### src/rtl/iflow_seq_pkg.sv
// Shared types and field positions for the instruction flow sequencer.
// Assumes 18-bit instruction words with the field layout given in the brief.
package iflow_seq_pkg;
    localparam int WORD_W  = 18;
    localparam int FLAG_W  = 4;
    localparam int NCNT    = 2;
    localparam int BIT_LEN = 17;
    localparam int BIT_JMP = 13;
    localparam int BIT_CAL = 12;
    localparam int BIT_RET = 11;
    localparam int FMASK_LO = 0;
    localparam int CMASK_LO = 4;

    typedef enum logic [2:0] {
        CL_NOP   = 3'd0,
        CL_LOAD  = 3'd1,
        CL_STORE = 3'd2,
        CL_MOV   = 3'd3,
        CL_ALU   = 3'd4,
        CL_FLOW  = 3'd5,
        CL_FILT  = 3'd6
    } op_class_t;

    typedef enum logic [2:0] {
        S_FETCH  = 3'd0,
        S_FETCH2 = 3'd1,
        S_DECODE = 3'd2,
        S_EXEC   = 3'd3,
        S_STREAM = 3'd4
    } seq_state_t;

    typedef struct packed {
        logic              jmp;
        logic              cal;
        logic              ret;
        logic [FLAG_W-1:0] fmask;
        logic [NCNT-1:0]   cmask;
    } flow_fields_t;
endpackage

### src/rtl/iflow_decode.sv
// Combinational class decoder and flow-field extractor.
// Assumes the word is the first word of an instruction; it holds no state.
module iflow_decode
    import iflow_seq_pkg::*;
(
    input  logic [WORD_W-1:0] word,
    output op_class_t         cls,
    output flow_fields_t      ff
);
    // Class from bits 16..14, with the filter form nested inside class 000.
    always_comb begin
        case (word[16:14])
            3'b000:                 cls = (word[13:11] == 3'b111) ? CL_FILT : CL_NOP;
            3'b001, 3'b010, 3'b011: cls = CL_LOAD;
            3'b110:                 cls = CL_STORE;
            3'b100:                 cls = CL_MOV;
            3'b111:                 cls = CL_ALU;
            default:                cls = CL_FLOW;
        endcase
    end

    // Flow fields, which are meaningful only when the class is FLOW.
    always_comb begin
        ff.jmp   = word[BIT_JMP];
        ff.cal   = word[BIT_CAL];
        ff.ret   = word[BIT_RET];
        ff.fmask = word[FMASK_LO +: FLAG_W];
        ff.cmask = word[CMASK_LO +: NCNT];
    end
endmodule

### src/rtl/iflow_branch.sv
// Branch condition evaluator: masked flags and counter state, return > call > jump.
// Assumes 'active' is high only in the execute cycle of a FLOW instruction.
module iflow_branch
    import iflow_seq_pkg::*;
(
    input  logic              active,
    input  flow_fields_t      ff,
    input  logic [FLAG_W-1:0] flags,
    input  logic [NCNT-1:0]   cnt_nz,
    output logic              do_ret,
    output logic              do_call,
    output logic              do_jump
);
    logic uncond;
    logic cond;

    // The condition holds with no mask set, or on any unmasked set flag or counter.
    always_comb begin
        uncond  = (ff.fmask == '0) && (ff.cmask == '0);
        cond    = uncond || (|(ff.fmask & flags)) || (|(ff.cmask & cnt_nz));
        do_ret  = active && cond && ff.ret;
        do_call = active && cond && ff.cal && !ff.ret;
        do_jump = active && cond && ff.jmp && !ff.ret && !ff.cal;
    end
endmodule

### src/rtl/iflow_retstack.sv
// Circular return-address stack; a push when full overwrites the oldest entry,
// and a pop when empty yields address 0. Assumes DEPTH is a power of two
// and that push and pop are never both high.
module iflow_retstack #(
    parameter int DEPTH  = 4,
    parameter int ADDR_W = 6
) (
    input  logic              clk,
    input  logic              rst_n,
    input  logic              push,
    input  logic              pop,
    input  logic [ADDR_W-1:0] push_addr,
    output logic [ADDR_W-1:0] pop_addr
);
    localparam int IDX_W = (DEPTH > 1) ? $clog2(DEPTH) : 1;
    localparam int CNT_W = $clog2(DEPTH + 1);
    localparam logic [CNT_W-1:0] FULL = CNT_W'(DEPTH);

    logic [ADDR_W-1:0] mem [DEPTH];
    logic [IDX_W-1:0]  top;
    logic [CNT_W-1:0]  cnt;

    // Read port: the top entry, or 0 when the stack is empty.
    always_comb pop_addr = (cnt == '0) ? '0 : mem[top];

    // Pointer, count and storage update on push and pop.
    always_ff @(posedge clk) begin
        if (!rst_n) begin
            top <= '0;
            cnt <= '0;
            for (int i = 0; i < DEPTH; i++) mem[i] <= '0;
        end else if (push) begin
            top <= IDX_W'(top + 1'b1);
            mem[IDX_W'(top + 1'b1)] <= push_addr;
            if (cnt != FULL) cnt <= cnt + 1'b1;
        end else if (pop && cnt != '0) begin
            top <= IDX_W'(top - 1'b1);
            cnt <= cnt - 1'b1;
        end
    end

    p_full_saturates_r8: assert property (@(posedge clk) disable iff (!rst_n)
        (push && cnt == FULL) |=> (cnt == FULL));
    p_empty_stays_r8: assert property (@(posedge clk) disable iff (!rst_n)
        (pop && !push && cnt == '0) |=> (cnt == '0));
endmodule

### src/rtl/iflow_seq.sv
// Instruction flow sequencer: fetches one- or two-word instructions, runs
// fetch/decode/execute for ordinary instructions and a streaming phase for
// the filter instruction, and updates the program counter and return stack.
// Assumes the ROM answers combinationally in the same cycle.
module iflow_seq
    import iflow_seq_pkg::*;
#(
    parameter int ADDR_W      = 6,
    parameter int STACK_DEPTH = 4
) (
    input  logic              clk,
    input  logic              rst_n,
    output logic [ADDR_W-1:0] rom_addr,
    input  logic [17:0]       rom_data,
    input  logic [3:0]        flags_in,
    input  logic [1:0]        cnt_nz,
    input  logic              filt_last,
    output logic [17:0]       instr_word,
    output logic [17:0]       ext_word,
    output logic [2:0]        op_class,
    output logic              exec_stb,
    output logic              filt_stb
);
    seq_state_t        state;
    logic [ADDR_W-1:0] pc;
    logic [WORD_W-1:0] instr_q;
    logic [WORD_W-1:0] ext_q;
    op_class_t         cls_q;
    op_class_t         dec_cls;
    flow_fields_t      dec_ff;
    logic              do_ret, do_call, do_jump;
    logic [ADDR_W-1:0] stk_pop_addr;
    logic [ADDR_W-1:0] target;

    iflow_decode u_dec (
        .word (instr_q),
        .cls  (dec_cls),
        .ff   (dec_ff)
    );

    iflow_branch u_br (
        .active  (state == S_EXEC && cls_q == CL_FLOW),
        .ff      (dec_ff),
        .flags   (flags_in),
        .cnt_nz  (cnt_nz),
        .do_ret  (do_ret),
        .do_call (do_call),
        .do_jump (do_jump)
    );

    iflow_retstack #(.DEPTH(STACK_DEPTH), .ADDR_W(ADDR_W)) u_stk (
        .clk       (clk),
        .rst_n     (rst_n),
        .push      (do_call),
        .pop       (do_ret),
        .push_addr (pc),
        .pop_addr  (stk_pop_addr)
    );

    // The branch target is the low bits of the second word (0 when absent).
    always_comb target = ext_q[ADDR_W-1:0];

    // Outputs taken straight from the sequencer state.
    always_comb begin
        rom_addr   = pc;
        instr_word = instr_q;
        ext_word   = ext_q;
        op_class   = cls_q;
        exec_stb   = (state == S_EXEC);
        filt_stb   = (state == S_STREAM);
    end

    // Sequencer state machine and program counter.
    always_ff @(posedge clk) begin
        if (!rst_n) begin
            state   <= S_FETCH;
            pc      <= '0;
            instr_q <= '0;
            ext_q   <= '0;
            cls_q   <= CL_NOP;
        end else begin
            case (state)
                S_FETCH: begin
                    instr_q <= rom_data;
                    ext_q   <= '0;
                    pc      <= pc + 1'b1;
                    state   <= rom_data[BIT_LEN] ? S_FETCH2 : S_DECODE;
                end
                S_FETCH2: begin
                    ext_q <= rom_data;
                    pc    <= pc + 1'b1;
                    state <= S_DECODE;
                end
                S_DECODE: begin
                    cls_q <= dec_cls;
                    state <= (dec_cls == CL_FILT) ? S_STREAM : S_EXEC;
                end
                S_EXEC: begin
                    if (do_ret)                 pc <= stk_pop_addr;
                    else if (do_call || do_jump) pc <= target;
                    state <= S_FETCH;
                end
                S_STREAM: begin
                    if (filt_last) state <= S_FETCH;
                end
                default: state <= S_FETCH;
            endcase
        end
    end

    p_reset_pc_r1: assert property (@(posedge clk)
        !rst_n |=> (rom_addr == '0 && !exec_stb && !filt_stb));
    p_stb_excl_r9: assert property (@(posedge clk) disable iff (!rst_n)
        !(exec_stb && filt_stb));
    p_exec_single_r2: assert property (@(posedge clk) disable iff (!rst_n)
        exec_stb |=> (!exec_stb && !filt_stb));
    p_len_flag_r3: assert property (@(posedge clk) disable iff (!rst_n)
        (state == S_FETCH && rom_data[BIT_LEN]) |=> (state == S_FETCH2));
    p_filt_hold_r5: assert property (@(posedge clk) disable iff (!rst_n)
        (filt_stb && !filt_last) |=> filt_stb);
    p_ret_target_r7: assert property (@(posedge clk) disable iff (!rst_n)
        do_ret |=> (rom_addr == $past(stk_pop_addr)));
endmodule

### config.mk
export PLATFORM = sky130hd
export DESIGN_NAME = iflow_seq
export DESIGN_NICKNAME = d
export VERILOG_FILES = /design/src/rtl/iflow_seq_pkg.sv /design/src/rtl/iflow_decode.sv /design/src/rtl/iflow_branch.sv /design/src/rtl/iflow_retstack.sv /design/src/rtl/iflow_seq.sv
export SDC_FILE = /design/constraint.sdc
export NUM_CORES = 1
export LEC_CHECK = 0
export ABC_AREA = 1
export BUFFER_PORTS_ARGS = -buffer_cell sky130_fd_sc_hd__buf_2
export CORE_AREA = 5 5 87 89
export CTS_BUF_LIST = sky130_fd_sc_hd__clkbuf_2
export CTS_CLUSTER_SIZE = 40
export DETAILED_ROUTE_END_ITERATION = 10
export DIE_AREA = 0 0 92 94
export PLACE_DENSITY_LB_ADDON = 0.08
export SLEW_MARGIN = 40
export SYNTH_ARGS = -nofsm -noshare
export SYNTH_HDL_FRONTEND = slang
export SYNTH_HIERARCHICAL = 1
export SYNTH_SLANG_ARGS = --single-unit
### constraint.sdc
create_clock -name clk -period 3.07 [get_ports clk]
set_input_delay 0.4605 -clock clk [delete_from_list [all_inputs] [get_ports clk]]
set_output_delay 0.4605 -clock clk [all_outputs]
set_load 0.02 [all_outputs]
Word-level counts from Yosys, hierarchy flattened
Memories as Yosys holds them, arrays and structs flattened. A register that Yosys moved wholly into a read port is not among the register bits.
Cells that the tools add are included.
{ "classes": {"muxes": 25, "eq_ne": 17, "addsub": 5, "reduce_logical": 31, "bitwise": 2} }
{ "ops": {"columns": ["op", "count"], "rows": [
  ["$pmux W18 S2", 1],
  ["$mux W6", 4],
  ["$eq A3 B3 Y1 const B", 7],
  ["$mux W3", 6],
  ["$pmux W3 S5", 1],
  ["$eq A3 B2 Y1 const B", 4],
  ["$mux W2", 6],
  ["$pmux W3 S4", 1],
  ["$pmux W6 S2", 1],
  ["$logic_and A1 B1 Y1", 10],
  ["$logic_not A3 Y1", 3],
  ["$add A6 B1 Y6 const B", 1],
  ["$eq A3 B1 Y1 const B", 2],
  ["$reduce_bool A2 Y1", 3],
  ["$reduce_or A6 Y1", 1],
  ["$mux W1", 5],
  ["$and A4 B4 Y4", 1],
  ["$logic_not A4 Y1", 1],
  ["$reduce_and A2 Y1", 2],
  ["$reduce_or A2 Y1", 2],
  ["$reduce_or A4 Y1", 1],
  ["$add A3 B1 Y3 const B", 1],
  ["$logic_or A1 B1 Y1", 3],
  ["$ne A3 B1 Y1 const B", 1],
  ["other kinds (11)", 12]
]} }
{ "word_totals": {"ram_bits": 24, "ff_bits": 53, "mem_count": 1, "out_inout_bits": 47} }
{ "mem_list": {"columns": ["memory", "words", "word_bits", "read_ports", "rd_ports_with_merged_regs", "write_ports", "line_no", "rtl"], "rows": [
  ["u_stk.mem", 4, 6, 1, 1, 4, "iflow_retstack.sv:19", "logic [ADDR_W-1:0] mem [DEPTH];"]
]} }

Depth between registers and ports, before layout
{ "logic_depth": {"word_depth": 12, "depth_mapped": 14, "ltp_nobuf": 13} }

Cells and area by module
Netlist, hierarchy kept.
{ "by_module_without_submodules": {"columns": ["mod", "cells_per_inst", "area_per_inst_um2", "n_inst"], "rows": [
  ["iflow_seq", 285, 2052.0, 1],
  ["iflow_retstack", 166, 1452.6, 1],
  ["iflow_decode", 20, 123.9, 1],
  ["iflow_branch", 24, 97.6, 1]
]} }

Least setup slack after synthesis
Ideal clock, no wire load.
{ "synth_path": {"path_kind": "register to register", "from": "reg state[1]", "to": "mem u_stk.mem[2][0], enable pin", "path_stages_with_launch": 7, "n_path_buf": 0, "arrival_ps": 1941, "setup_slack_ps": 752, "setup_ps": 377, "path_cell_list": "dfxtp_1 -> nand3_1 -> nor4_1 -> nand2_2 -> nor2_1 -> inv_2 -> o21ai_0"} }
{ "synth_lines": {"columns": ["item", "line_no", "rtl"], "rows": [
  ["start, declared", "iflow_seq.sv:24", "seq_state_t state;"],
  ["start signal, assigned", "iflow_seq.sv:87", "state <= rom_data[BIT_LEN] ? S_FETCH2 : S_DECODE;"],
  ["start signal, assigned", "iflow_seq.sv:96", "state <= (dec_cls == CL_FILT) ? S_STREAM : S_EXEC;"],
  ["end, declared", "iflow_retstack.sv:19", null]
]} }

Final worst setup path
{ "layout_path": {"from": "reg state[1]", "to": "reg pc[5] (netlist: rom_addr[5])"} }
{ "layout_via": {"elab_cells_between_ends": 18} }
{ "layout_lines": {"columns": ["item", "line_no", "rtl"], "rows": [
  ["$eq A3 B2 Y1 (*)", "iflow_seq.sv:42", ".active (state == S_EXEC && cls_q == CL_FLOW),"],
  ["$logic_and A1 B1 Y1 (*)", "iflow_seq.sv:42", null],
  ["$logic_and A1 B1 Y1 (*) (2 in series)", "iflow_branch.sv:21", "do_ret = active && cond && ff.ret;"],
  ["via do_ret", "iflow_seq.sv:31", "logic do_ret, do_call, do_jump;"],
  ["$mux W6 / $ne A3 B1 Y1 (equally long branches)", null, null],
  ["$pmux W6 S2 / $reduce_and A2 Y1 (equally long branches)", null, null],
  ["end signal, assigned", "iflow_seq.sv:86", "pc <= pc + 1'b1;"],
  ["end signal, assigned", "iflow_seq.sv:99", "if (do_ret) pc <= stk_pop_addr;"],
  ["end signal, assigned", "iflow_seq.sv:100", "else if (do_call || do_jump) pc <= target;"],
  ["end, declared", "iflow_seq.sv:25", "logic [ADDR_W-1:0] pc;"]
]} }
Mark *: on every way through the listed nets, which the timed path passes. The rest lies on a longest branch.
A chain may end at the register's enable or synchronous reset.

==> flow_summary.ini <==
[outcome]
status = finished, final reports clean

[yosys]
ys_ff_latch = 79
synth_fp_nets = 524
postSynthCellCount = 495
yosysWarningCount = 6
synth_async_sr_flop_share = 0
synth_compound_area_frac = 0.115
synth_flop_cell = dfxtp_1
synth_fa_ha_area_frac = 0.00873
synth_top_family_by_area = simple AND/OR/NAND/NOR gates
synth.area.mux_share = 0
synth-simple-area-share = 0.301
yosysSeqAreaShare = 0.489
synth_enable_flop_cells = 24
synth_xor_xnor_area_share = 0.00235
syn_avg_cell_area_um2 = 7.53
syn_area_um2 = 3730
synth_cell_types = 30

[timing]
relSlewSlack = 0.521
hold-worst-slack_ns = 0.178
period_share = 0.810
fin_crit_ns = 2.49
clock.fmax_mhz = 402
finalSetupTns_ns = 0
setup_violations = 0
slew_viol_final = 0
fin_skew_ns = 0.0396
finalWorstSetupSlack_ns = 0.583
grt_setup_unrepaired = false
worst_pin_slew_ns = 0.718
timing_hold_violations_final = 0

[cells_and_area]
area_growth_pct = 11.6
layout_common_cells = nor2_1, nand2_1, buf_2
diodes = 0
drive_gt1_frac = 0.200
final_common_cell = nor2_1
fin_nets = 589
instances_no_fill = 645

[die]
dieArea_um2 = 8650
io_pins = 74
die_w_um = 92
die_h_um = 94
rows = 30
initial_core_util = 0.558
core_um2 = 6680

[global_route]
gr-usage-met2 = 0.380
grt_pass1_vias = 3246
grt_use_met1 = 0.260
grt_max_degree = 35
met3_usage = 0.0529
grt_antenna_before_repair = 0
grt-ovfl-total = 0
busiest_layer = met2
grt_pass1_wl_um = 15000
grt_use_total = 0.218

[clocking]
cts.htree.levels = 3
post_cts_buffers = 0
cts_tree = yes
clock_path_buffers = 2
root_buffer = clkbuf_2
hold_buffers = 0
clk_latency_ns = 0.50
clk_pin_slew_ns = 0.22
numCtsBuffers = 9
post_cts_resized = 0
cts.sinks = 79

[worst_setup_path]
startpoint_type = register
critPathCaptureType = register
arrival_ns = 2.91
cp_max_fo = 10
timing.setup.critical_path_class = reg -> reg
critPathRequiredTime_ns = 3.50

[route]
drt-vias-per-instance = 5.14
drt_iter0_drc = 179
vias = 3314
antenna_left = 0
routed_wl_um = 8770
drc = 0
dr.pass1.iters = 5
wl_per_cell_um = 13.6

[placement]
pre_cts_ws_ns = 0.551
portBuffers = 73
dp_cells = 629
hpwlAfterDp_um = 6510
place_congestion = 0.842

[power_and_ir_drop]
powerDensity_nw_per_um2 = 508
finalPower_mw = 2.11
leakage_nw = 1.85
vdd_drop_max_mv = 0.327

[worst_hold_path]
min_path_type = in -> reg

[run]
drv_cap = 0
## synthesized netlist by cell type (3+ instances only)
library cell	count	area, um^2
a21oi_1	39	195
buf_4	12	90.1
dfxtp_1	55	1100
inv_1	38	143
nand2_2	6	37.5
nor2_1	107	402
edfxtp_1	24	721
clkbuf_1	5	18.8
o21ai_0	37	185
inv_2	5	18.8
nand3_1	36	180
o21bai_1	3	22.5
nand2_1	102	383
buf_2	4	20.0
## layer usage
layer | up-vias | routed length, um | share of wire
met4 | 0 | 129 | 0.015
met1 | 1500 | 3630 | 0.41
met5 | - | 0 | 0
li1 | 1716 | - | -
met2 | 84 | 4470 | 0.51
met3 | 14 | 537 | 0.061
## cell families after synthesis
logic type / Yosys count
AO/OA/AOI/OAI: 81
XOR/XNOR: 1
AND/OR/NAND/NOR: 265
adder cells (fa/ha/maj): 2
buffers and inverters: 67
flip-flops: 79
## registers in the layout, indices dropped and copies added, names as in the netlist, named ones only
name	count
ext_word	18
instr_word	18
op_class	3
rom_addr	6
state	3
u_stk/cnt	3
u_stk/mem	24
u_stk/top	2
## final timing paths
| kind | startpoint | endpoint | slack [ns] | cells after the start |
|---|---|---|---|---|
| setup / recovery | state[1]$_SDFFE_PN0P_ | rom_addr[5]$_SDFFE_PN0P_ | 0.58 | 10 |
| hold / removal | rom_data[8] | instr_word[8]$_SDFFE_PN0N_ | 0.18 | 3 |
| setup reg to reg | state[1]$_SDFFE_PN0P_ | rom_addr[5]$_SDFFE_PN0P_ | 0.58 | 10 |
| hold reg to reg | instr_word[17]$_SDFFE_PN0N_ | instr_word[17]$_SDFFE_PN0N_ | 0.48 | 2 |
## report_power, final
| group | internal (mW) | switching (mW) |
|---|---|---|
| clock network | 0.114 | 0.330 |
| registers | 1.15 | 0.0671 |
| logic | 0.147 | 0.305 |
| total | 1.41 | 0.702 |
## cell type report
class                   instances  area (um^2)
clock buffers                  12         60.1
clock inverters                 4         22.5
flip-flops and latches         79         1820
inverters                      45          174
fillers                       633         2520
repair buffers                 76          388
well taps                      80          100
multi-input cells             349         1590
## critical path, stage by stage, from the launching register on
cell	delay [ns]
dfxtp_1	0.56
nand3_1	0.23
nor4_1	0.34
nand2_2	0.11
nor2_1	0.38
inv_1	0.22
nand3_1	0.22
nand2_4	0.12
nand2_1	0.08
nand2_1	0.04
a21oi_1	0.13
## metrics by stage
stage / instance area (um^2) / utilization
floorplan: 3730 / -
global placement: 4070 / 0.610
detailed placement: 4070 / 0.610
CTS: 4160 / 0.622
global route: 4160 / 0.622
finish: 4160 / 0.622
Note: power is estimated with default switching activity, not from simulation.
